==> config.mk <==
export PLATFORM = sky130hd
export DESIGN_NAME = ldrv_irq_ctl
export DESIGN_NICKNAME = d
export VERILOG_FILES = /design/src/rtl/ldrv_irq_pkg.sv /design/src/rtl/ldrv_warn_sync.sv /design/src/rtl/ldrv_irq_bank.sv /design/src/rtl/ldrv_ctl_regs.sv /design/src/rtl/ldrv_irq_ctl.sv
export SDC_FILE = /design/constraint.sdc
export NUM_CORES = 1
export LEC_CHECK = 0
export ABC_AREA = 1
export ABC_CLOCK_PERIOD_IN_PS = 1500
export BUFFER_PORTS_ARGS = -buffer_cell sky130_fd_sc_hd__buf_2
export CAP_MARGIN = 10
export CORE_AREA = 2 2 56 53
export DETAILED_ROUTE_END_ITERATION = 8
export DIE_AREA = 0 0 58 55
export PLACE_DENSITY = 0.74
export RECOVER_POWER = 100
export SYNTH_ARGS = -nofsm -noshare
export SYNTH_HDL_FRONTEND = slang
export SYNTH_SLANG_ARGS = --single-unit
==> constraint.sdc <==
create_clock -name clk -period 1.5 [get_ports clk]
set_clock_uncertainty 0.2 [all_clocks]
set_input_delay 0.375 -clock clk [delete_from_list [all_inputs] [get_ports clk]]
set_output_delay 0.375 -clock clk [all_outputs]
set_load 0.01 [all_outputs]
==> src/rtl/ldrv_irq_pkg.sv <==
package ldrv_irq_pkg;
  localparam int NSRC      = 3;
  localparam int SRC_PULSE = 0;
  localparam int SRC_WRISE = 1;
  localparam int SRC_WFALL = 2;

  localparam logic [7:0] OFS_EN   = 8'h80;
  localparam logic [7:0] OFS_WARN = 8'h84;
  localparam logic [7:0] OFS_MASK = 8'hA0;
  localparam logic [7:0] OFS_SRC  = 8'hA4;
  localparam logic [7:0] OFS_PEND = 8'hA8;
endpackage

==> src/rtl/ldrv_warn_sync.sv <==
module ldrv_warn_sync #(
  parameter int STAGES = 2
) (
  input  logic clk,
  input  logic rst_n,
  input  logic warn_n_i,
  output logic level_o,
  output logic rise_o,
  output logic fall_o
);
  logic [STAGES-1:0] chain_q;
  logic              last_q;

  // Each stage resets to the idle (high) level, so that leaving reset raises no false edge.
  genvar g;
  generate
    for (g = 0; g < STAGES; g++) begin : g_stage
      if (g == 0) begin : g_first
        always_ff @(posedge clk) begin
          if (!rst_n) chain_q[0] <= 1'b1;
          else        chain_q[0] <= warn_n_i;
        end
      end else begin : g_next
        always_ff @(posedge clk) begin
          if (!rst_n) chain_q[g] <= 1'b1;
          else        chain_q[g] <= chain_q[g-1];
        end
      end
    end
  endgenerate

  always_ff @(posedge clk) begin
    if (!rst_n) last_q <= 1'b1;
    else        last_q <= chain_q[STAGES-1];
  end

  assign level_o = chain_q[STAGES-1];
  assign rise_o  = chain_q[STAGES-1] & ~last_q;
  assign fall_o  = ~chain_q[STAGES-1] & last_q;
endmodule

==> src/rtl/ldrv_irq_bank.sv <==
module ldrv_irq_bank #(
  parameter int NSRC = 3
) (
  input  logic            clk,
  input  logic            rst_n,
  input  logic [NSRC-1:0] evt_i,
  input  logic            mask_we,
  input  logic            clr_we,
  input  logic [NSRC-1:0] wr_bits,
  output logic [NSRC-1:0] mask_q,
  output logic [NSRC-1:0] src_q,
  output logic [NSRC-1:0] pend_o,
  output logic            irq_o
);
  always_ff @(posedge clk) begin
    if (!rst_n)       mask_q <= '1;
    else if (mask_we) mask_q <= wr_bits;
  end

  genvar b;
  generate
    for (b = 0; b < NSRC; b++) begin : g_src
      logic kill;
      assign kill = clr_we & wr_bits[b];
      always_ff @(posedge clk) begin
        if (!rst_n) src_q[b] <= 1'b0;
        else        src_q[b] <= evt_i[b] | (src_q[b] & ~kill);
      end
    end
  endgenerate

  assign pend_o = src_q & ~mask_q;
  assign irq_o  = |pend_o;
endmodule

==> src/rtl/ldrv_ctl_regs.sv <==
module ldrv_ctl_regs
  import ldrv_irq_pkg::*;
#(
  parameter int ADDR_W = 8,
  parameter int DATA_W = 32,
  parameter int NS     = 3
) (
  input  logic              clk,
  input  logic              rst_n,
  input  logic              we,
  input  logic [ADDR_W-1:0] addr,
  input  logic [DATA_W-1:0] wdata,
  input  logic              warn_lvl,
  input  logic [NS-1:0]     mask_q,
  input  logic [NS-1:0]     src_q,
  input  logic [NS-1:0]     pend,
  output logic              drv_en_o,
  output logic [DATA_W-1:0] rdata,
  output logic              mask_we,
  output logic              clr_we,
  output logic [NS-1:0]     wr_bits
);
  localparam logic [ADDR_W-1:0] A_EN   = ADDR_W'(OFS_EN);
  localparam logic [ADDR_W-1:0] A_WARN = ADDR_W'(OFS_WARN);
  localparam logic [ADDR_W-1:0] A_MASK = ADDR_W'(OFS_MASK);
  localparam logic [ADDR_W-1:0] A_SRC  = ADDR_W'(OFS_SRC);
  localparam logic [ADDR_W-1:0] A_PEND = ADDR_W'(OFS_PEND);

  logic en_q;
  logic unused_wdata_hi;
  assign unused_wdata_hi = ^wdata[DATA_W-1:NS];

  assign mask_we = we && (addr == A_MASK);
  assign clr_we  = we && (addr == A_SRC);
  assign wr_bits = wdata[NS-1:0];

  always_ff @(posedge clk) begin
    if (!rst_n)                     en_q <= 1'b0;
    else if (we && (addr == A_EN))  en_q <= wdata[0];
  end
  assign drv_en_o = en_q;

  always_comb begin
    rdata = '0;
    case (addr)
      A_EN:    rdata[0]      = en_q;
      A_WARN:  rdata[0]      = warn_lvl;
      A_MASK:  rdata[NS-1:0] = mask_q;
      A_SRC:   rdata[NS-1:0] = src_q;
      A_PEND:  rdata[NS-1:0] = pend;
      default: rdata         = '0;
    endcase
  end
endmodule

==> src/rtl/ldrv_irq_ctl.sv <==
module ldrv_irq_ctl
  import ldrv_irq_pkg::*;
#(
  parameter int ADDR_W      = 8,
  parameter int DATA_W      = 32,
  parameter int SYNC_STAGES = 2
) (
  input  logic              clk,
  input  logic              rst_n,
  input  logic              pulse_i,
  input  logic              warn_n_i,
  input  logic              reg_we,
  input  logic [ADDR_W-1:0] reg_addr,
  input  logic [DATA_W-1:0] reg_wdata,
  output logic [DATA_W-1:0] reg_rdata,
  output logic              drv_en_o,
  output logic              irq_o
);
  logic            warn_lvl, warn_rise, warn_fall;
  logic [NSRC-1:0] evt, mask_q, src_q, pend;
  logic            mask_we, clr_we;
  logic [NSRC-1:0] wr_bits;

  ldrv_warn_sync #(.STAGES(SYNC_STAGES)) u_sync (
    .clk(clk), .rst_n(rst_n), .warn_n_i(warn_n_i),
    .level_o(warn_lvl), .rise_o(warn_rise), .fall_o(warn_fall)
  );

  always_comb begin
    evt            = '0;
    evt[SRC_PULSE] = pulse_i;
    evt[SRC_WRISE] = warn_rise;
    evt[SRC_WFALL] = warn_fall;
  end

  ldrv_irq_bank #(.NSRC(NSRC)) u_bank (
    .clk(clk), .rst_n(rst_n), .evt_i(evt),
    .mask_we(mask_we), .clr_we(clr_we), .wr_bits(wr_bits),
    .mask_q(mask_q), .src_q(src_q), .pend_o(pend), .irq_o(irq_o)
  );

  ldrv_ctl_regs #(.ADDR_W(ADDR_W), .DATA_W(DATA_W), .NS(NSRC)) u_regs (
    .clk(clk), .rst_n(rst_n), .we(reg_we), .addr(reg_addr), .wdata(reg_wdata),
    .warn_lvl(warn_lvl), .mask_q(mask_q), .src_q(src_q), .pend(pend),
    .drv_en_o(drv_en_o), .rdata(reg_rdata),
    .mask_we(mask_we), .clr_we(clr_we), .wr_bits(wr_bits)
  );
endmodule

=== Word-level counts from Yosys, hierarchy flattened ===
Cells that the tools add are included.

* Bits of input ports: 45
* Logic and storage cells: 37
* Flip-flop bits (word level): 10
* Output and inout bits: 34

* Eq/ne operators: 5
* Reductions and logical operators: 4
* Bitwise operators: 18
* Multiplexer cells: 2

{| class="wikitable"
|+ Operator list
! cell !! count
|-
| 8-bit == test, second input constant || 5
|-
| 1-bit bitwise AND || 8
|-
| 2-bit one-hot mux with 3 select lines || 1
|-
| 1-bit inverter || 5
|-
| 1-bit one-hot mux with 5 select lines || 1
|-
| 3-bit bitwise AND || 1
|-
| 1-bit logical AND || 3
|-
| 3-bit inverter || 1
|-
| 1-bit bitwise OR || 3
|-
| 3-bit OR reduction || 1
|}

=== Depth between registers and ports, before layout ===
Gate-level depths: netlist (run 1).

* Word-level depth: 6
* Mapped depth: 9
* Gate-level depth less buffers: 9

=== By module ===
From an unflattened synthesis (run 1), not the netlist that was laid out.

* Cells, all modules: 132
* Area, all modules: 865.8 µm²

{| class="wikitable"
|+ Modules (own cells, without submodules)
! module !! times used !! area each (µm²) !! cells each
|-
| ldrv_ctl_regs || 1 || 528.0 || 85
|-
| ldrv_irq_bank || 1 || 244.0 || 35
|-
| ldrv_warn_sync || 1 || 93.8 || 12
|}

=== Worst setup path before layout (run 1) ===
OpenSTA, ideal clock, no wires.

* Path kind: input -> output
* Start point: input reg_addr[6]
* End point: output reg_rdata[0]
* Arrival time: 1.046 ns
* Required time: 0.925 ns
* Setup slack: -0.121 ns
* Cell stages on the path: 9
* Cells stage by stage: inv_2 > nand2_2 > nor2_8 > inv_4 > nor2_4 > nand2_1 > nand2_1 > nor2_1 > nand2_1

* Cells in the longest elaborated chain, start to end: 2

{| class="wikitable"
|+ RTL lines
! item !! RTL line !! source
|-
| start, declared || ldrv_irq_ctl.sv:13 || <nowiki>input logic [ADDR_W-1:0] reg_addr,</nowiki>
|-
| 8-bit == test || ldrv_ctl_regs.sv:45 || <nowiki>case (addr)</nowiki>
|-
| 1-bit one-hot mux with 5 select lines (*) || ldrv_ctl_regs.sv:45 ||
|-
| end, declared || ldrv_irq_ctl.sv:15 || <nowiki>output logic [DATA_W-1:0] reg_rdata,</nowiki>
|}

Mark *: on every way between the ends. The rest lies on a longest branch, timed or not.

=== Worst setup path after layout (run 1) ===
* Start point: input reg_addr[4]
* End point: output reg_rdata[0]

Same word-level chain as after synthesis.

==> results of run 1 <==
-- per-stage QoR --
stage | power (mW) | area [sq um] | setup slack [ns] | hold slack, ns | std cells
floorplan | 0.410 | 948 | -0.108 | 0.185 | 145
global route | 0.710 | 1100 | -0.351 | 0.0869 | 181
detailed placement | 0.399 | 913 | -0.368 | 0.198 | 172
CTS | 0.670 | 1060 | -0.295 | 0.0744 | 179
finish | 0.671 | 1100 | -0.269 | 0.0859 | 181
global placement | 0.397 | 913 | -0.370 | 0.187 | 172
-- registers in the layout, summed over array words and instances (netlist names) --
| register | count |
|---|---|
| u_bank.mask_q | 3 |
| u_sync.last_q | 1 |
| u_bank.src_q | 3 |
| u_regs.drv_en_o | 1 |
| u_sync.level_o | 1 |
| u_sync.chain_q | 1 |
-- worst register-to-register path: stages (launching register included) --
cell     delay [ns]
dfxtp_1        0.33
or2_0          0.25
o21ai_1        0.11
-- path summary, 6_finish.rpt --
check                    start           endpoint  slack [ns]  depth (start not counted)
min                   warn_n_i  u_sync.chain_q[0]        0.09                          2
min reg2reg  u_sync.chain_q[0]     u_sync.level_o        0.20                          1
max reg2reg     u_sync.level_o    u_bank.src_q[2]        0.55                          2
max                reg_addr[4]       reg_rdata[0]       -0.27                         10
-- final cells by class --
class                      instances  area, sq um  share of cell area [%]
multi-input combinational         90          503                    45.7
timing repair buffer              31          231                    21.0
sequential                        10          205                    18.6
inverter                          16         87.6                    7.95
tap                               30         37.5                    3.41
clock buffer                       4         36.3                    3.30
-- repair_timing --
| action | 4_1_cts | 5_1_grt |
|---|---|---|
| setup buffers | 3 | 2 |
| gates cloned | 0 | 0 |
| pin swaps | 11 | 8 |
| resized for setup | 22 | 12 |
| endpoints found under the setup margin | 4 | 4 |
| hold buffers | 0 | 0 |
-- power by group through the flow --
stage | clock, mW | combinational [mW] | sequential, mW
finish | 0.243 | 0.149 | 0.279
global route | 0.266 | 0.165 | 0.279
CTS | 0.255 | 0.137 | 0.278
detailed placement | 0 | 0.115 | 0.284
global placement | 0 | 0.114 | 0.284
floorplan | 0 | 0.127 | 0.282
-- per-layer routing --
| layer | up-vias | share of wire, % | routed length (um) |
|---|---|---|---|
| met1 | 318 | 43 | 717 |
| li1 | 374 | - | - |
| met4 | 0 | 1.5 | 26 |
| met2 | 34 | 49 | 831 |
| met3 | 4 | 6.4 | 108 |
| met5 | - | 0 | 0 |
-- logic make-up (layout without fill, tap and decap cells) --
family                 count (synthesis)  in the layout
AOI/OAI and AO/OA                      7              7
buffers and inverters                 45             51
DFF                                   10             10
other                                  1             29
and+or+nand+nor                       54             54
-- cells in the final DEF (no fill, tap or decap), drive strengths merged --
| cell type | netlist | layout |
|---|---|---|
| inv | 15 | 15 |
| o21ai | 2 | 2 |
| conb | 1 | 29 |
| nand3 | 10 | 10 |
| nand2 | 25 | 25 |
| clkbuf | 0 | 6 |
| nor2 | 10 | 10 |
| clkinv | 1 | 1 |
| nand4 | 3 | 3 |
| nand3b | 1 | 1 |
| dfxtp | 10 | 10 |
| o211ai | 2 | 2 |
| buf | 29 | 29 |
| a21oi | 3 | 3 |
| or2 | 3 | 3 |
| nor3 | 2 | 2 |
==> results.ini, run 1 <==
[synthesis]
synth.largest_area_cell=buf_4
synth_seq_area_share_pct=24.8
synth.top_cell.area_share_pct=27.0
synthAdderAreaFrac_pct=0
ys_types=23
ys_ff_latch=10
synth_edf_count=0
yosys_warnings=0
synth-simple-area-share_pct=34.8
synth_commonest_cells=buf_4, nand2_1, dfxtp_1, inv_1, nand3_1
synth_top_family_by_area=buffers and inverters
synth.most_common_cell=buf_4
synthMuxAreaShare_pct=0
avgSynthCellArea_sq_um=6.89
ys.flop_type=dfxtp_1
synth-compound-area-share_pct=4.97
ys_top_cells_by_area=buf_4, dfxtp_1, nand2_1
synthesis.area_sq_um=806
synthCells=117
async_reset_ff_share_pct=0
synth-xor-area-share_pct=0

[worst_hold_path]
hold_path_class=in2reg

[pwr]
netSwitchingFraction_pct=28.9
p_int_uw=477
irDropWorstVdd_mv=0.427
p_switching_uw=194
power_density_nw_per_um2=609
p_leak_nw=0.593
seq_power_share_pct=41.5
pwr-share-comb_pct=22.3
clock_power_share_pct=36.2

[run_status]
status=finished with violations
violations=setup timing

[cells_and_area]
area_growth_syn_to_layout_pct=36.6
final_util_pct=42.1
diodes=0
fin_nets=197
fill_cells=268
drive_above_1_share_pct=42.4

[drt]
ant_nets=0
post-route-drc-count=0
viasPerCell=4.03
vias=730
wl_um=1680
route.detailed.wl_per_inst_um=9.30
first_iter_violations=22
drtPass1Iterations=4

[clock_network]
cts_buffers=3
cts_max_level=1
root_buffer=clkbuf_4
clock_latency_ns=0.26
cts_tree=yes
clk_pin_slew_worst_paths_ns=0.06
cts_buffer_depth=2
cts_sinks=10

[floorplanning]
die_area_sq_um=3190
num_rows=18
die_w_um=58
start_util_pct=30.8
coreArea_sq_um=2610
die_h_um=55
pin_count=79

[setup_path]
path_cells=buf_12, inv_16, nand2_8, nor2_8, buf_6, nand2_2, nor2_2, nor2_1, nand2_1, buf_2
end_kind=output port
critPathMaxStageDelay_ns=0.15
cp_num_buf_inv=4
worst_path_max_delay_cell=nor2_8
start_kind=input pin
criticalPathCategory=in2out
crit_arrival_ns=1.19
path_delay_family=buffers and inverters
cp_max_fo=4
critPathRequiredTime_ns=0.92

[grt]
busiest_layer=met2
grt.met1_usage_pct=12.3
grt_pass1_wl_um=2660
grtUsageMet2_pct=19.9
grt_max_degree=7
grt_util_all_layers_pct=11.2
overflow=0
first_global_vias=638
use_met3_pct=1.86
antenna_found_initial=0

[placed_design]
dp_hpwl_um=1250
numPortBuffers=20
place_congestion=0.742

[sta]
totalNegativeSetupSlack_ns=-0.819
setup_ws_ns=-0.269
fin_crit_ns=1.77
max_freq_ghz=0.565
setup_viol=4
maxSlewViolCount=0
period_share_pct=118
rsz0062_at_grt=yes
hold_viol_final=0

[run]
cap_violations=0

Note: power is estimated with default switching activity, not from simulation.
==> run 2: changes to the inputs <==
--- a/config.mk
+++ b/config.mk
@@ -9,11 +9,14 @@
 export ABC_CLOCK_PERIOD_IN_PS = 1500
 export BUFFER_PORTS_ARGS = -buffer_cell sky130_fd_sc_hd__buf_2
 export CAP_MARGIN = 10
-export CORE_AREA = 2 2 56 53
+export CELL_PAD_IN_SITES_DETAIL_PLACEMENT = 0
+export CELL_PAD_IN_SITES_GLOBAL_PLACEMENT = 1
+export CORE_AREA = 2 2 73 68
 export DETAILED_ROUTE_END_ITERATION = 8
-export DIE_AREA = 0 0 58 55
-export PLACE_DENSITY = 0.74
+export DIE_AREA = 0 0 75 70
+export PLACE_DENSITY_LB_ADDON = 0.1
 export RECOVER_POWER = 100
 export SYNTH_ARGS = -nofsm -noshare
 export SYNTH_HDL_FRONTEND = slang
+export SYNTH_HIERARCHICAL = 1
 export SYNTH_SLANG_ARGS = --single-unit
==> run 2 against run 1 <==
Net effect: the run still ends with setup timing left; maximum frequency increased by 4.5%; critical path depth decreased by 1; global-route usage decreased by 3.7 points; worst setup slack improved by 0.076 ns; area after synthesis increased by 7.5%; first-iteration DRC count decreased by 18%; largest cell class unchanged; largest power group is now clock.
==> results.ini, run 2 <==
[run_status]
status=finished with violations
violations=setup timing

[cells_and_area]
area_growth_syn_to_layout_pct=47.4
reg_top3=u_bank/mask_q (3), u_bank/src_q (3)
final_util_pct=27.8  ; -14 points
drive_above_1_share_pct=45.1  ; +2.7 points
layout_commonest_cell=conb_1
layout_common_cells=conb_1, nand2_1, inv_1
diodes=0  ; unchanged
final_area_sq_um=1280  ; +16%
fin_nets=210  ; +6.6%

[drt]
post-route-drc-count=0  ; unchanged
route.detailed.wl_per_inst_um=8.98  ; -3.5%
vias=777  ; +6.4%
ant_nets=0  ; unchanged
drtPass1Iterations=2  ; -2
first_iter_violations=18  ; -18%
viasPerCell=3.39  ; -16%
wl_um=2060  ; +22%

[clock_network]
cts_buffers=3  ; unchanged
postCtsHoldBufs=0  ; unchanged
root_buffer=clkbuf_8
cts_buffer_depth=2  ; unchanged
clk_pin_slew_worst_paths_ns=0.05  ; about the same
cts_max_level=1  ; unchanged
clock_latency_ns=0.23  ; -0.03 ns
cts_tree=yes
cts_sinks=10  ; unchanged

[setup_path]
crit_arrival_ns=1.12  ; -0.07 ns
critPathRequiredTime_ns=0.92  ; about the same
cp_max_fo=5  ; +1
start_kind=input pin
criticalPathCategory=in2out
reg2regPathDepth=4  ; +2
worstReg2RegEnd=u_bank/src_q[1]
r2r-start=u_sync/level_o
rrSetupSlack_ns=0.48  ; -0.07 ns
end_kind=output port

[floorplanning]
num_rows=24  ; +6
coreArea_sq_um=4590  ; +76%
die_area_sq_um=5250  ; +65%
pin_count=79  ; unchanged
die_w_um=75  ; +29%
die_h_um=70  ; +27%
start_util_pct=18.8  ; -12 points

[sta]
maxSlewViolCount=0  ; unchanged
whs_ns=0.111  ; +0.0251 ns
period_share_pct=113  ; -5.1 points
totalNegativeSetupSlack_ns=-0.568  ; +0.251 ns
hold_viol_final=0  ; unchanged
setup_ws_ns=-0.193  ; +0.0762 ns
max_freq_ghz=0.591  ; +4.5%
fin_crit_ns=1.69  ; -0.0762 ns
setup_viol=4  ; unchanged
rsz0062_at_grt=yes

[grt]
use_met3_pct=2.16  ; +0.30 points
grt_max_degree=7  ; unchanged
overflow=0  ; unchanged
grtUsageMet2_pct=12.1  ; -7.8 points
grt_util_all_layers_pct=7.50  ; -3.7 points
first_global_vias=679  ; +6.4%
antenna_found_initial=0  ; unchanged
grt_pass1_wl_um=3010  ; +13%
grt.met1_usage_pct=9.47  ; -2.8 points
busiest_layer=met2

[synthesis]
synth_seq_area_share_pct=23.1  ; -1.7 points
ys.flop_type=dfxtp_1
avgSynthCellArea_sq_um=6.56  ; -4.8%
synth.most_common_cell=buf_4
synth_commonest_cells=buf_4, inv_1, nand2_1, nand3_1, dfxtp_1
ys_ff_latch=10  ; unchanged
async_reset_ff_share_pct=0  ; unchanged
ys_types=19  ; -17%
synth_edf_count=0  ; unchanged
synthCells=132  ; +13%
ys_top_cells_by_area=buf_4, dfxtp_1, inv_1
synthesis.area_sq_um=866  ; +7.5%
synth.largest_area_cell=buf_4
synth.top_cell.area_share_pct=27.7  ; +0.73 points
yosys_warnings=6  ; +6

[worst_hold_path]
worstHoldStart=warn_n_i
hold_path_class=in2reg
whs_endpoint=u_sync/chain_q[0]
min_path_cells=3  ; +1

[placed_design]
place_congestion=0.638  ; -14%
dp_hpwl_um=1520  ; +21%
numPortBuffers=20  ; unchanged
post_dp_cell_area_sq_um=956  ; +4.7%

[pwr]
p_total_uw=788  ; +18%
p_leak_nw=0.680  ; +15%
irDropWorstVdd_mv=0.398  ; -6.7%
power_density_nw_per_um2=617  ; +1.4%

[run]
cap_violations=0  ; unchanged

[run 2: critical path, stage by stage]
cell     delay [ns]
buf_6          0.10
inv_4          0.06
nand2_8        0.07
nor2_8         0.15
nand3_2        0.08
nand2_1        0.07
nor2_1         0.04
nand2_1        0.04
buf_2          0.12
[run 2: what timing repair did]
| action | CTS | global route |
|---|---|---|
| pin swaps | 11 | 20 |
| endpoints found under the setup margin | 4 | 10 |
| gates resized for setup | 19 | 41 |
| cloned | 1 | 0 |
| setup buffers | 3 | 3 |
[run 2: per-stage QoR]
step                worst slack (ns)  std cells
floorplan                    0.00867        160
detailed placement            -0.251        218
global route                  -0.274        229
finish                        -0.193        229
CTS                           -0.228        226
global placement              -0.281        218
[run 2: area by class of cell]
cell class	count	area (sq um)
fill	534	3320
tap	65	81.3
clock buffer	4	55.1
inverter	26	115
sequential	10	209
timing repair buffer	31	255
multi-input combinational	93	561
[run 2: worst max-delay path by stage]
stage                      from            to  slack, ns
floorplan           reg_addr[1]  reg_rdata[0]      0.009
global route        reg_addr[2]  reg_rdata[0]      -0.27
global placement    reg_addr[1]  reg_rdata[0]      -0.28
finish              reg_addr[4]  reg_rdata[0]      -0.19
CTS                 reg_addr[6]  reg_rdata[0]      -0.23
detailed placement  reg_addr[0]  reg_rdata[0]      -0.25
[run 2: kinds of logic after synthesis]
group | share of synthesized area, %
other | 0.433
AND/OR/NAND/NOR | 30.8
flip-flops | 23.1
AO/OA/AOI/OAI | 6.65
buffers and inverters | 39.0
[run 2: routing by layer]
layer | vias up | part of all wire (%)
li1 | 403 | -
met1 | 355 | 43
met2 | 17 | 52
met3 | 2 | 4.8
met4 | 0 | 0.49
met5 | - | 0
[run 2: where the power goes]
part           total [mW]  internal, mW  switching, mW
combinational       0.173        0.0671          0.106
clock               0.333         0.230          0.103
sequential          0.282         0.274        0.00739
total               0.788         0.572          0.216
